### src/rtl/tpwm_pkg.sv
package tpwm_pkg;

  localparam int ADDR_W   = 5;
  localparam int DATA_W   = 32;
  localparam int CTL_W    = 7;
  localparam int BOTH_BIT = 7;

  // Control word, bit 0 at the right.
  typedef struct packed {
    logic pwm;   // bit 6
    logic en;    // bit 5
    logic oe;    // bit 4
    logic ld;    // bit 3
    logic rld;   // bit 2
    logic gen;   // bit 1
    logic dn;    // bit 0
  } ctl_t;

  function automatic logic pwm_ready(input ctl_t c);
    return c.en & c.rld & c.oe & c.pwm & c.gen & ~c.ld;
  endfunction

endpackage

### src/rtl/tpwm_regs.sv
module tpwm_regs
  import tpwm_pkg::*;
#(
  parameter int W = 32
) (
  input  logic                  clk,
  input  logic                  rst_n,
  input  logic                  wr_en,
  input  logic [ADDR_W-1:0]     wr_addr,
  input  logic [DATA_W-1:0]     wr_data,
  input  logic [ADDR_W-1:0]     rd_addr,
  output logic [DATA_W-1:0]     rd_data,
  input  logic [1:0][W-1:0]     cnt_i,
  output ctl_t [1:0]            ctl_o,
  output logic [1:0][W-1:0]     load_o
);

  localparam int WORD_W = ADDR_W - 2;

  logic [WORD_W-1:0] wr_word;
  logic [WORD_W-1:0] rd_word;
  logic [1:0]        sel_ctl;
  logic [1:0]        sel_load;
  logic              both_wr;

  assign wr_word = wr_addr[ADDR_W-1:2];
  assign rd_word = rd_addr[ADDR_W-1:2];
  assign both_wr = (|sel_ctl) & wr_data[BOTH_BIT];

  logic unused_bits;
  assign unused_bits = ^{wr_addr[1:0], rd_addr[1:0], wr_data[DATA_W-1:BOTH_BIT+1]};

  for (genvar t = 0; t < 2; t++) begin : g_tmr
    ctl_t           ctl_q, ctl_d;
    logic           ctl_ce;
    logic [W-1:0]   load_q, load_d;
    logic           load_ce;

    assign sel_ctl[t]  = wr_en & (wr_word == WORD_W'(t * 4));
    assign sel_load[t] = wr_en & (wr_word == WORD_W'(t * 4 + 1));

    always_comb begin
      ctl_ce = sel_ctl[t] | both_wr;
      ctl_d  = ctl_q;
      if (sel_ctl[t]) ctl_d = ctl_t'(wr_data[CTL_W-1:0]);
      if (both_wr)    ctl_d.en = 1'b1;
      load_ce = sel_load[t];
      load_d  = wr_data[W-1:0];
    end

    always_ff @(posedge clk or negedge rst_n) begin
      if (!rst_n) begin
        ctl_q  <= '0;
        load_q <= '0;
      end else begin
        if (ctl_ce)  ctl_q  <= ctl_d;
        if (load_ce) load_q <= load_d;
      end
    end

    assign ctl_o[t]  = ctl_q;
    assign load_o[t] = load_q;
  end

  always_comb begin
    case (rd_word)
      WORD_W'(0): rd_data = DATA_W'(ctl_o[0]);
      WORD_W'(1): rd_data = DATA_W'(load_o[0]);
      WORD_W'(2): rd_data = DATA_W'(cnt_i[0]);
      WORD_W'(4): rd_data = DATA_W'(ctl_o[1]);
      WORD_W'(5): rd_data = DATA_W'(load_o[1]);
      WORD_W'(6): rd_data = DATA_W'(cnt_i[1]);
      default:    rd_data = '0;
    endcase
  end

  // start-both reaches both run enables on the same edge
  a_r6_both_start: assert property (@(posedge clk) disable iff (!rst_n)
    (wr_en && wr_data[BOTH_BIT] && (wr_word == WORD_W'(0) || wr_word == WORD_W'(4)))
      |=> (ctl_o[0].en && ctl_o[1].en));

  // a load word changes only through its own write strobe
  a_r2_load_only_on_write: assert property (@(posedge clk) disable iff (!rst_n)
    !sel_load[0] |=> $stable(load_o[0]));

endmodule

### src/rtl/tpwm_counter.sv
module tpwm_counter
  import tpwm_pkg::*;
#(
  parameter int W = 32
) (
  input  logic         clk,
  input  logic         rst_n,
  input  ctl_t         ctl_i,
  input  logic [W-1:0] load_i,
  input  logic         restart_i,
  output logic [W-1:0] count_o,
  output logic         reload_cyc_o
);

  logic [W-1:0] cnt_q, cnt_d;
  logic         fl_q, fl_d;
  logic         term;
  logic         cnt_ce;

  assign term = ctl_i.dn ? (cnt_q == '0) : (cnt_q == '1);

  always_comb begin
    cnt_d  = cnt_q;
    fl_d   = fl_q;
    cnt_ce = 1'b0;
    if (ctl_i.ld || restart_i) begin
      cnt_ce = 1'b1;
      cnt_d  = load_i;
      fl_d   = 1'b0;
    end else if (ctl_i.en) begin
      if (fl_q) begin
        cnt_ce = 1'b1;
        cnt_d  = load_i;
        fl_d   = 1'b0;
      end else if (!term || ctl_i.rld) begin
        cnt_ce = 1'b1;
        cnt_d  = ctl_i.dn ? cnt_q - 1'b1 : cnt_q + 1'b1;
        fl_d   = term;
      end
    end
  end

  always_ff @(posedge clk or negedge rst_n) begin
    if (!rst_n) begin
      cnt_q <= '0;
      fl_q  <= 1'b0;
    end else if (cnt_ce) begin
      cnt_q <= cnt_d;
      fl_q  <= fl_d;
    end
  end

  assign count_o      = cnt_q;
  assign reload_cyc_o = fl_q;

  // the load bit copies the load word and stalls counting
  a_r3_load_stall: assert property (@(posedge clk) disable iff (!rst_n)
    ctl_i.ld |=> (count_o == $past(load_i)));

  // the cycle after the wrap takes the load value again
  a_r4_reload_after_wrap: assert property (@(posedge clk) disable iff (!rst_n)
    (reload_cyc_o && ctl_i.en && !ctl_i.ld) |=> (count_o == $past(load_i)));

  // without auto-reload a counter at its end value stays there
  a_r11_hold_at_end: assert property (@(posedge clk) disable iff (!rst_n)
    (ctl_i.en && !ctl_i.ld && !ctl_i.rld && !restart_i && !reload_cyc_o &&
     (ctl_i.dn ? (count_o == '0) : (count_o == '1))) |=> $stable(count_o));

endmodule

### src/rtl/tpwm_wave.sv
module tpwm_wave
  import tpwm_pkg::*;
#(
  parameter int W = 32
) (
  input  logic         clk,
  input  logic         rst_n,
  input  ctl_t         ctl0_i,
  input  ctl_t         ctl1_i,
  input  logic [W-1:0] load0_i,
  input  logic [W-1:0] load1_i,
  input  logic         end0_i,
  input  logic         end1_i,
  output logic         restart_o,
  output logic         pwm_o
);

  localparam int LW = W + 2;

  function automatic logic [LW-1:0] cyc_len(input logic dn, input logic [W-1:0] l);
    logic [LW-1:0] top;
    top = LW'({W{1'b1}});
    return dn ? (LW'(l) + LW'(2)) : (top - LW'(l) + LW'(2));
  endfunction

  logic          active;
  logic          act_q;
  logic          q_q, q_d;
  logic [LW-1:0] len0, len1;

  assign active    = pwm_ready(ctl0_i) & pwm_ready(ctl1_i);
  assign len0      = cyc_len(ctl0_i.dn, load0_i);
  assign len1      = cyc_len(ctl1_i.dn, load1_i);
  assign restart_o = active & (end0_i | ~act_q);

  always_comb begin
    q_d = q_q;
    if (!active)        q_d = 1'b0;
    else if (restart_o) q_d = (len1 < len0);
    else if (end1_i)    q_d = 1'b0;
  end

  always_ff @(posedge clk or negedge rst_n) begin
    if (!rst_n) begin
      act_q <= 1'b0;
      q_q   <= 1'b0;
    end else begin
      act_q <= active;
      q_q   <= q_d;
    end
  end

  assign pwm_o = q_q;

  // inactive configuration drives the output low next cycle
  a_r7_idle_low: assert property (@(posedge clk) disable iff (!rst_n)
    !active |=> !pwm_o);

  // the output only rises from a period start
  a_r8_rise_at_start: assert property (@(posedge clk) disable iff (!rst_n)
    $rose(pwm_o) |-> $past(restart_o));

  // a high time not shorter than the period yields no pulse
  a_r9_long_high_low: assert property (@(posedge clk) disable iff (!rst_n)
    (restart_o && (len1 >= len0)) |=> !pwm_o);

endmodule

### src/rtl/dual_timer_pwm.sv
module dual_timer_pwm
  import tpwm_pkg::*;
#(
  parameter int W = 32
) (
  input  logic        clk,
  input  logic        rst_n,
  input  logic        wr_en,
  input  logic [4:0]  wr_addr,
  input  logic [31:0] wr_data,
  input  logic [4:0]  rd_addr,
  output logic [31:0] rd_data,
  output logic        pwm_o
);

  logic [1:0] rs_q;
  logic       rst_n_s;

  always_ff @(posedge clk or negedge rst_n) begin
    if (!rst_n) rs_q <= '0;
    else        rs_q <= {rs_q[0], 1'b1};
  end
  assign rst_n_s = rs_q[1];

  ctl_t [1:0]         ctl;
  logic [1:0][W-1:0]  load;
  logic [1:0][W-1:0]  cnt;
  logic [1:0]         end_cyc;
  logic               restart;

  tpwm_regs #(.W(W)) u_regs (
    .clk     (clk),
    .rst_n   (rst_n_s),
    .wr_en   (wr_en),
    .wr_addr (wr_addr),
    .wr_data (wr_data),
    .rd_addr (rd_addr),
    .rd_data (rd_data),
    .cnt_i   (cnt),
    .ctl_o   (ctl),
    .load_o  (load)
  );

  for (genvar t = 0; t < 2; t++) begin : g_cnt
    tpwm_counter #(.W(W)) u_cnt (
      .clk          (clk),
      .rst_n        (rst_n_s),
      .ctl_i        (ctl[t]),
      .load_i       (load[t]),
      .restart_i    (restart),
      .count_o      (cnt[t]),
      .reload_cyc_o (end_cyc[t])
    );
  end

  tpwm_wave #(.W(W)) u_wave (
    .clk       (clk),
    .rst_n     (rst_n_s),
    .ctl0_i    (ctl[0]),
    .ctl1_i    (ctl[1]),
    .load0_i   (load[0]),
    .load1_i   (load[1]),
    .end0_i    (end_cyc[0]),
    .end1_i    (end_cyc[1]),
    .restart_o (restart),
    .pwm_o     (pwm_o)
  );

endmodule

### config.mk
export PLATFORM = sky130hd
export DESIGN_NAME = dual_timer_pwm
export DESIGN_NICKNAME = d
export VERILOG_FILES = /design/src/rtl/tpwm_pkg.sv /design/src/rtl/tpwm_regs.sv /design/src/rtl/tpwm_counter.sv /design/src/rtl/tpwm_wave.sv /design/src/rtl/dual_timer_pwm.sv
export SDC_FILE = /design/constraint.sdc
export NUM_CORES = 1
export LEC_CHECK = 0
export BUFFER_PORTS_ARGS = -buffer_cell sky130_fd_sc_hd__clkbuf_2
export CORE_MARGIN = 4
export CORE_UTILIZATION = 41
export DETAILED_ROUTE_END_ITERATION = 8
export GPL_TIMING_DRIVEN = 0
export HOLD_SLACK_MARGIN = 0.12
export MAX_ROUTING_LAYER = met4
export PLACE_DENSITY = 0.6
export SYNTH_ARGS = -nofsm -noshare
export SYNTH_HDL_FRONTEND = slang
export SYNTH_SLANG_ARGS = --single-unit
### constraint.sdc
create_clock -name clk -period 10.2 [get_ports clk]
set_input_delay 1.53 -clock clk [delete_from_list [all_inputs] [get_ports clk]]
set_output_delay 1.53 -clock clk [all_outputs]
set_load 0.01 [all_outputs]
After elaboration in Yosys (flattened, before gate mapping)
Index checks and enable logic that the tools add are counted.
Word-level totals
  word-level logic and storage cells: 131
  register bits: 148
  input port bits: 45
  output and inout bits: 33
Operators by class
  reduce and logical (&&, ||, !) cells: 25
  $add $sub $neg: 10
  mux-type cells: 38
  eq/ne operators: 11
  bitwise logic cells: 23
  order comparisons: 1
Operators with widths (number)
  two-way mux 32 bit: 10
  case mux 32 bit (6 select lines): 1
  adder 34 x 2 -> 34 bit (second input constant): 2
  two-way mux 34 bit: 2
  adder 32 x 2 -> 33 bit (second input constant): 2
  subtractor 32 x 32 -> 33 bit (first input constant): 2
  adder 32 x 1 -> 32 bit (second input constant): 2
  equality test 32 bit (second input constant): 2
  logical NOT 32 bit: 2
  subtractor 32 x 1 -> 32 bit (second input constant): 2
  < comparator 34 bit: 1
  two-way mux 1 bit: 23
  AND 1 bit: 17
  equality test 3 bit (second input constant): 5
  two-way mux 6 bit: 2
  AND reduction 2 bit: 6
  nonzero test 2 bit: 4
  equality test 3 x 1 -> 1 bit (second input constant): 2
  logical NOT 3 bit: 2
  AND reduction 3 bit: 2
  nonzero test 3 bit: 2
  logical OR 1 bit: 4
  equality test 3 x 2 -> 1 bit (second input constant): 1
  != test 3 x 1 -> 1 bit (second input constant): 1
  other kinds (4): 9

Longest topological paths before layout
Gate-level depths: netlist of the first run.
  word-level depth: 10
  depth in mapped cells: 19
  depth with buffers taken out: 19

Hierarchy
Synthesis of the first run repeated with hierarchy kept, for this count alone.
Second synthesis, totals
  cell total of the unflattened synthesis: 1635
  area, all modules: 13755.7 um^2
Modules (own cells, without submodules)
  tpwm_regs: seq. area each 1951.9 um^2, cells each 302, area each 3938.8 um^2, times used 1
  tpwm_counter at g_cnt[0].u_cnt: seq. area each 825.8 um^2, cells each 450, area each 3450.8 um^2, times used 1
  tpwm_counter at g_cnt[1].u_cnt: seq. area each 825.8 um^2, cells each 427, area each 3354.5 um^2, times used 1
  tpwm_wave: seq. area each 50.0 um^2, cells each 453, area each 2957.8 um^2, times used 1
  dual_timer_pwm: seq. area each 50.0 um^2, cells each 3, area each 53.8 um^2, times used 1

Least setup slack after synthesis of the first run
Ideal clock, no wire load.
  path type: in2out
  start point: in rd_addr[2]
  end point: out rd_data[19]
  cell stages on the path: 7
  data required time: 8670 ps
  data arrival time: 2878 ps
  path slack: 5792 ps
  path buffers: 3
  cell sequence: clkbuf_1 nor2b_1 and2_1 clkbuf_1 clkbuf_1 a22oi_1 nand2_1
On the way
  cells in the longest elaborated chain, start to end: 2
  elaborated cells between the ends (all ways): 7
  classes of those cells: eq/ne (5); mux (1); reduce/logical (1)
Ends and longest elaborated chain
  from (decl): line dual_timer_pwm.sv:11  | input logic [4:0] rd_addr,
  equality test 3 bit (tied with other cells): line tpwm_regs.sv:66  | case (rd_word)
  case mux 32 bit (6 select lines) *: line tpwm_regs.sv:66
  to (decl): line dual_timer_pwm.sv:12  | output logic [31:0] rd_data,
Every way passes the cells marked *; elsewhere a longest branch is shown, timed or not.

Worst setup path in the final report of the first run
  start point: in rd_addr[2]
  end point: out rd_data[9]
The elaborated chain is that of the path after synthesis.

==> summary.md, run 1 <==
| Metric | Value |
|---|---|
| Worst hold slack | `0.2934 ns` |
| Launching instance or port of the critical path | `rd_addr[2]` |
| Unrepaired setup endpoints after global routing | `false` |
| CTS resizes | `0` |
| Proportion of synthesized chip area in sequential cells | `0.2742` |
| Number of antenna violations at the first check in global routing | `0` |
| EDFF count, synth | `0` |
| DIE WIDTH | `189.5 um` |
| Slowest stage cell on the critical path | `sky130_fd_sc_hd__clkbuf_1` |
| Share of layout cells above drive strength 1 | `0.1335` |
| Highest metal used | `met4` |
| Pre-antenna DRT Iters | `5` |
| Detailed-routing wirelength on met1 | `22.01 mm` |
| FILL cells | `3356` |
| Required time worst endpoint | `8.67 ns` |
| WL met3 | `4.039 mm` |
| Worst Setup Start Kind | `input pin` |
| CTS Root Buffer Type | `sky130_fd_sc_hd__clkbuf_16` |
| Number of nets in the synthesized netlist | `1819` |
| Met2 routed wirelength | `21.99 mm` |
| Number of buffers on the longest clock path | `2` |
| Critical path peak fanout | `10` |
| TritonCTS Buffers | `17` |
| Core Util, Final | `0.4643` |
| Min Tclk post-route | `5.254 ns` |
| Period Utilization, post-route | `0.5151` |
| Total routing resource utilization after global routing | `0.2809` |
| GRT overflow | `0` |
| Internal reg-to-reg setup slack | `5.46 ns` |
| Fin worst setup slack | `4.946 ns` |
| DR iter-0 viols | `1375` |
| Highest Clock Rate | `0.1903 GHz` |
| Outcome | `finished, final reports clean` |
| Terminus of the critical flop-to-flop path | `g_cnt[1].u_cnt.count_o[24]` |
| Final estimated routing congestion in global placement | `0.9784` |
| Remaining antenna violation count | `0` |
| Area growth from synthesis to layout | `11.85%` |
| Count of distinct cell types in the synthesized netlist | `83` |
| Die height | `189.5 um` |
| Actual transition at the worst max-transition pin | `1.309 ns` |
| Proportion of synthesized flip-flops having asynchronous set or reset | `1.000` |
| Power Density | `295.4 nW/um^2` |
| H-Tree Depth | `4` |
| Most common cell type on the critical path | `sky130_fd_sc_hd__clkbuf_1` |
| Clk slew on worst S/H paths | `0.06 ns` |
| Standard-cell rows | `66` |
| Number of endpoints with negative hold slack in the final report | `0` |
| Skew-Pair Late Insertion Delay | `0.44 ns` |
| TritonCTS clock tree | `built` |
| Sequence of cells on the critical path | `clkbuf_1 > nor2b_1 > and2_1 > clkbuf_1 > clkbuf_1 > a22oi_1 > nand2_1 > clkbuf_2` |
| Synthesized flop and latch total | `148` |
| Setup repair bufs after CTS | `0` |
| Summed instance area of the synthesized netlist | `13510 um^2` |
| Post-DR vias/cell | `6.138` |
| Global-route wire length before repair | `76.31 mm` |
| DRT Wirelength | `49.66 mm` |
| Kind of capture point of the worst setup path | `primary output` |
| Critical Path Max Stage Delay | `0.48 ns` |
| Initial Util | `0.4151` |
| Total inserted antenna cells | `0` |
| Clock skew after layout | `0.01195 ns` |
| Kind of path behind the tightest hold check | `reg2async` |
| Post-route setup TNS | `0 ns` |
| Vias in the first global route | `13230` |
| DP Wirelength | `39.26 mm` |
| Cells after Synth | `1676` |
| Avg Inst Size Synth | `8.058 um^2` |
| Yosys warnings | `0` |
| Tightest slew margin relative to the limit | `0.1275` |
| Total I/O pin count | `78` |
| Die Outline Area | `35910 um^2` |
| Leakage power | `6.532 nW` |
| Type of the worst setup path | `in2out` |
| Setup violators final | `0` |
| # hold bufs at CTS | `0` |
| Placeable core region | `32540 um^2` |
| Port Buffers | `72` |
| Number of sinks driven by the clock tree | `148` |
| Maximum number of pins on one net before global-route repair | `59` |
| Maximum capacitance violations | `0` |
| Critical path data arrival time | `3.72 ns` |
| Count of vias placed by the detailed router | `13660` |
| Final Net Count | `1913` |
| Peak supply drop | `0.1502 mV` |
| Dominant register cell in the synthesized netlist | `sky130_fd_sc_hd__dfrtp_1` |
| Number of design rule violations left after detail routing | `0` |
| Max Slew Vio Count | `0` |
| Minimum setup slack after placement | `5.023 ns` |
| Critical R2R Launch | `u_regs.ctl_o[7]` |
| Average routed wire per standard cell | `22.32 um` |
| R2r worst-path depth | `13` |
## layout by cell type (no fill, tap or decap), types with 24 or more instances in the layout
cell,count
sky130_fd_sc_hd__nand2_1,192
sky130_fd_sc_hd__xnor2_1,58
sky130_fd_sc_hd__buf_2,26
sky130_fd_sc_hd__o21ai_0,100
sky130_fd_sc_hd__dfrtp_1,146
sky130_fd_sc_hd__nor2_1,121
sky130_fd_sc_hd__nor4_1,24
sky130_fd_sc_hd__ha_1,96
sky130_fd_sc_hd__a21o_1,38
sky130_fd_sc_hd__mux2_2,69
sky130_fd_sc_hd__nand3_1,60
sky130_fd_sc_hd__and3_1,32
sky130_fd_sc_hd__xor2_1,42
sky130_fd_sc_hd__clkbuf_1,72
sky130_fd_sc_hd__inv_1,43
sky130_fd_sc_hd__a21oi_1,142
sky130_fd_sc_hd__a31oi_1,29
sky130_fd_sc_hd__clkbuf_2,73
sky130_fd_sc_hd__nor3_1,37
sky130_fd_sc_hd__a22oi_1,54
sky130_fd_sc_hd__nand4_1,39
## where the power goes
part           internal (mW)  switching, mW
Clock                  0.388          0.285
Combinational           1.11           1.52
Sequential             0.790          0.376
Total                   2.28           2.18
## Yosys cell counts, types with 8 or more instances
master / number / area [um^2]
sky130_fd_sc_hd__nand2_1: 192 / 720.7
sky130_fd_sc_hd__dfrtp_1: 148 / 3704
sky130_fd_sc_hd__a21oi_1: 142 / 710.7
sky130_fd_sc_hd__nor2_1: 121 / 454.2
sky130_fd_sc_hd__o21ai_0: 100 / 500.5
sky130_fd_sc_hd__ha_1: 96 / 1201
sky130_fd_sc_hd__clkbuf_1: 71 / 266.5
sky130_fd_sc_hd__mux2_2: 69 / 777.0
sky130_fd_sc_hd__nand3_1: 60 / 300.3
sky130_fd_sc_hd__xnor2_1: 58 / 508.0
sky130_fd_sc_hd__a22oi_1: 54 / 405.4
sky130_fd_sc_hd__inv_1: 43 / 161.4
sky130_fd_sc_hd__xor2_1: 42 / 367.9
sky130_fd_sc_hd__nand4_1: 39 / 244.0
sky130_fd_sc_hd__a21o_1: 38 / 285.3
sky130_fd_sc_hd__nor3_1: 37 / 185.2
sky130_fd_sc_hd__and3_1: 32 / 200.2
sky130_fd_sc_hd__a31oi_1: 29 / 181.4
sky130_fd_sc_hd__buf_2: 26 / 130.1
sky130_fd_sc_hd__nor4_1: 25 / 156.4
sky130_fd_sc_hd__or3_1: 22 / 137.6
sky130_fd_sc_hd__nand2b_1: 16 / 100.1
sky130_fd_sc_hd__nor2b_1: 16 / 100.1
sky130_fd_sc_hd__mux2i_1: 15 / 150.1
sky130_fd_sc_hd__o21a_1: 15 / 112.6
sky130_fd_sc_hd__a211oi_1: 11 / 82.58
sky130_fd_sc_hd__o22ai_1: 11 / 68.82
sky130_fd_sc_hd__buf_1: 8 / 30.03
sky130_fd_sc_hd__o21bai_1: 8 / 60.06
sky130_fd_sc_hd__o31ai_1: 8 / 60.06
sky130_fd_sc_hd__or2_2: 8 / 50.05
## metal layers
layer,vias to the layer above,global-route usage
met2,583,0.4197
met5,-,-
met3,75,0.04572
met1,6642,0.3908
met4,0,0.09071
li1,6356,-
## stage by stage
stage / std cells / total power, mW / instance area (um^2)
3_3_place_gp: 2190 / 3.684 / 14420
4_1_cts: 2225 / 4.434 / 15100
2_1_floorplan: 1676 / 3.001 / 13510
5_1_grt: 2225 / 4.824 / 15110
3_5_place_dp: 2193 / 3.745 / 14500
6_report: 2225 / 4.463 / 15110
## worst max-delay path by stage
| stage | slack (ns) | endpoint |
|---|---|---|
| final | 4.95 | rd_data[9] |
| after global routing | 4.82 | rd_data[7] |
| after CTS | 5.00 | rd_data[9] |
| after detailed placement | 5.02 | rd_data[9] |
| after global placement | 3.76 | u_regs.g_tmr[1].load_q[30] |
| after floorplan | 5.77 | g_cnt[0].u_cnt.count_o[0] |
## layout make-up
cell class | instances | area [um^2] | share of cell area
Tap cell | 442 | 553.0 | 0.03661
Multi-Input combinational cell | 1376 | 9195 | 0.6087
Buffer | 108 | 454.2 | 0.03007
Timing Repair Buffer | 75 | 422.9 | 0.02800
Clock inverter | 14 | 177.7 | 0.01176
Clock buffer | 18 | 429.2 | 0.02841
Inverter | 44 | 165.2 | 0.01093
Sequential cell | 148 | 3709 | 0.2455
## flip-flops by register name, indices dropped and copies added (netlist names)
signal,cells
g_cnt.u_cnt.count_o,64
u_regs.g_tmr.load_q,64
u_regs.ctl_o,14
g_cnt.u_cnt.reload_cyc_o,2
rs_q,2
u_wave.act_q,1
u_wave.pwm_o,1
## cell families (layout without fill, tap and decap cells)
group | count (synthesis) | after routing | synth area share
buf+inv | 152 | 259 | 0.04586
flops | 148 | 148 | 0.2742
other cells | 1 | 1 | 0.0002777
compound gates | 477 | 477 | 0.2235
mux | 88 | 88 | 0.07532
xor+xnor | 100 | 100 | 0.06485
fa+ha+maj | 98 | 98 | 0.09190
simple gates | 612 | 612 | 0.2241
## critical path: cells and delay by family
family / cells / cell delay (ns)
compound gates: 1 / 0.30
buf+inv: 4 / 1.24
simple gates: 3 / 0.65
No activity file was read; power rests on OpenSTA's default activity.
==> inputs of run 2 (changes only) <==
- PLACE_DENSITY: 0.6 -> 0.63
- clock period: 10.2 -> 4.5 ns (I/O delays scaled with it)
==> summary.md, run 2 (synthesized netlist as in run 1, its figures left out) <==
| Metric | Value |
|---|---|
| Outcome | `finished, final reports clean` |
| Critical path data arrival time | `4.59 ns (+0.87 ns)` |
| Area growth from synthesis to layout | `12.15%` |
| DRT Wirelength | `49.95 mm (+0.59%)` |
| Min Tclk post-route | `4.261 ns` |
| Post-route total power | `10.19 mW (+130%)` |
| Sequential share of power | `0.263 (+0.002)` |
| Skew-Pair Late Insertion Delay | `0.44 ns (about the same)` |
| Type of the worst setup path | `reg2reg` |
| Share of layout cells above drive strength 1 | `0.1352 (+0.001758)` |
| Footprint of the flip-flops and latches | `3715 um^2 (+0.17%)` |
| Die height | `189.5 um (unchanged)` |
| Buffers plus inverters on the worst setup path | `1 (-3)` |
| Leading cell type in the layout, fill and taps excluded | `sky130_fd_sc_hd__nand2_1` |
| Kind of capture point of the worst setup path | `flop` |
| Required time worst endpoint | `4.83 ns (-3.84 ns)` |
| Internal power | `5.243 mW (+130%)` |
| Number of endpoints with negative hold slack in the final report | `0 (unchanged)` |
| Sequence of cells on the critical path | `clkinv_2 > fa_1 > nor2b_1 > o21a_1 > o21ai_0 > a211oi_1 > o21ai_0 > a211o_1 > a31o_2 > xor2_1 > o31ai_1` |
| Peak supply drop | `0.3450 mV (+130%)` |
| Initial Util | `0.4151 (unchanged)` |
| Slowest stage cell on the critical path | `sky130_fd_sc_hd__dfrtp_4` |
| CP top delay family | `compound AO/OA/AOI/OAI gates` |
| Period Utilization, post-route | `0.9469` |
| Number of placed cells counting well taps | `2194 (+0.046%)` |
| Number of buffers on the longest clock path | `2 (unchanged)` |
| Actual transition at the worst max-transition pin | `1.017 ns (-0.2922 ns)` |
| Relative contribution of combinational cells to total power | `0.583 (-0.005)` |
| Pre-antenna DRT Iters | `5 (unchanged)` |
| TritonCTS Buffers | `17 (unchanged)` |
| Final estimated routing congestion in global placement | `0.9693 (-0.93%)` |
| Core Util, Final | `0.4655 (+0.001230)` |
| Kind of path behind the tightest hold check | `reg2async` |
| Count of vias placed by the detailed router | `13780 (+0.91%)` |
| Total area of multi-input combinational cells | `9201 um^2 (about the same)` |
| Total inserted antenna cells | `0 (unchanged)` |
| Setup repair bufs after CTS | `0 (unchanged)` |
| Placed cell area | `14510 um^2 (about the same)` |
| Critical Path Max Stage Delay | `0.80 ns (+0.32 ns)` |
| Commonest non-fill, non-tap cells in the layout | `192 x sky130_fd_sc_hd__nand2_1, 145 x sky130_fd_sc_hd__dfrtp_1, 142 x sky130_fd_sc_hd__a21oi_1` |
| H-Tree Depth | `4 (unchanged)` |
| Maximum number of pins on one net before global-route repair | `59 (unchanged)` |
| Critical path peak fanout | `46 (+36)` |
| Number of sinks driven by the clock tree | `148 (unchanged)` |
| Post-DR vias/cell | `6.196 (+0.95%)` |
| Setup violators final | `0 (unchanged)` |
| Minimum setup slack after placement | `-0.1829 ns (-5.206 ns)` |
| DR iter-0 viols | `1582 (+15%)` |
| Remaining antenna violation count | `0 (unchanged)` |
| FILL cells | `3290 (-2.0%)` |
| Final instance count without filler cells | `2224 (-0.045%)` |
| Average routed wire per standard cell | `22.46 um (+0.64%)` |
| Clock skew after layout | `0.01318 ns (+0.001223 ns)` |
| Max Slew Vio Count | `0 (unchanged)` |
| Unrepaired setup endpoints after global routing | `false` |
| Clk slew on worst S/H paths | `0.06 ns (about the same)` |
| DIE WIDTH | `189.5 um (unchanged)` |
| Vias in the first global route | `13070 (-1.2%)` |
| Standard-cell rows | `66 (unchanged)` |
| Number of design rule violations left after detail routing | `0 (unchanged)` |
| Global-route wire length before repair | `77.18 mm (+1.1%)` |
| Worst Setup Start Kind | `flop` |
| Die Outline Area | `35910 um^2 (unchanged)` |
| Maximum capacitance violations | `0 (unchanged)` |
| DP Wirelength | `39.58 mm (+0.84%)` |
| Most common cell type on the critical path | `sky130_fd_sc_hd__o21ai_0` |
| Finished Cell Area | `15150 um^2 (+0.27%)` |
| Final Net Count | `1913 (unchanged)` |
| Power Density | `672.5 nW/um^2 (+130%)` |
| Port Buffers | `72 (unchanged)` |
| TritonCTS clock tree | `built` |
| CTS Root Buffer Type | `sky130_fd_sc_hd__clkbuf_16` |
| Placeable core region | `32540 um^2 (unchanged)` |
| Number of antenna violations at the first check in global routing | `0 (unchanged)` |
| Fin worst setup slack | `0.2388 ns (-4.707 ns)` |
| Highest Clock Rate | `0.2347 GHz` |
| P_sw | `4.943 mW (+130%)` |
| Tightest slew margin relative to the limit | `0.3198 (+0.1923)` |
| GRT overflow | `0 (unchanged)` |
| Total I/O pin count | `78 (unchanged)` |
| Part of the total power dissipated in the clock network | `0.154 (+0.003)` |
| Leakage power | `6.557 nW (+0.37%)` |
| Total routing resource utilization after global routing | `0.2843 (+0.003396)` |
| Switching Fraction | `0.4853 (-0.003114)` |
run 2: cell count changes in the layout (fill, tap and decap cells not counted), moves of 2 or more:
cell                         before  now
sky130_fd_sc_hd__clkbuf_1        72   70
sky130_fd_sc_hd__dfrtp_4          1    3
sky130_fd_sc_hd__clkinvlp_4       4    2
sky130_fd_sc_hd__clkinv_2         1    3
run 2: worst register-to-register path, stage by stage (launching register included):
cell	delay (ns)
sky130_fd_sc_hd__dfrtp_4	0.80
sky130_fd_sc_hd__clkinv_2	0.42
sky130_fd_sc_hd__fa_1	0.53
sky130_fd_sc_hd__nor2b_1	0.20
sky130_fd_sc_hd__o21a_1	0.17
sky130_fd_sc_hd__o21ai_0	0.14
sky130_fd_sc_hd__a211oi_1	0.60
sky130_fd_sc_hd__o21ai_0	0.31
sky130_fd_sc_hd__a211o_1	0.35
sky130_fd_sc_hd__a31o_2	0.26
sky130_fd_sc_hd__xor2_1	0.15
sky130_fd_sc_hd__o31ai_1	0.22
run 2: what timing repair did:
item	in CTS	in global routing
hold endpoints to repair	2	0
pin swaps	0	0
gates resized for setup	2	3
setup endpoints to repair	9	8
hold buffers	1	0
run 2: final cells by class:
type,instances,share of cell area
multi-input cells,1376,0.6075
flip-flops and latches,148,0.2453
well taps,442,0.03651
plain buffers,106,0.02949
clock buffers,19,0.02924
repair buffers,77,0.02908
clock inverters,12,0.01190
inverters,44,0.01099
run 2: power groups by stage:
stage	Clock, mW	Sequential (mW)	Combinational (mW)
floorplan	0	2.25	4.55
finish	1.57	2.67	5.94
global route	1.64	2.71	6.66
detailed placement	0	2.64	5.85
global placement	0	2.65	5.72
CTS	1.59	2.62	5.90
run 2: through the flow:
stage	setup TNS [ns]	hold slack, ns
after floorplan	0	0.3312
after global placement	-282.33	0.3405
after detailed placement	-0.7392	0.3378
after CTS	0	0.3609
after global routing	0	0.3837
final	0	0.3341
run 2: path summary, 6_finish.rpt:
kind | cells after the start | endpoint | startpoint | slack, ns
max in group asynchronous | 2 | u_regs.g_tmr[1].load_q[20] | rs_q[1] | 3.14
hold reg to reg | 0 | u_regs.ctl_o[2] | rs_q[1] | 0.33
min in group clk | 0 | rs_q[1] | rs_q[0] | 0.36
hold / removal | 0 | u_regs.ctl_o[2] | rs_q[1] | 0.33
setup / recovery | 11 | g_cnt[0].u_cnt.count_o[28] | u_regs.ctl_o[0] | 0.24
setup reg to reg | 11 | g_cnt[0].u_cnt.count_o[28] | u_regs.ctl_o[0] | 0.24
run 2: routing by layer:
layer	vias up	part of all wire	global-route usage
met4	0	0.028	0.08152
met2	572	0.44	0.4255
met3	65	0.077	0.03485
met1	6777	0.45	0.4063
met5	-	0	-
li1	6366	-	-
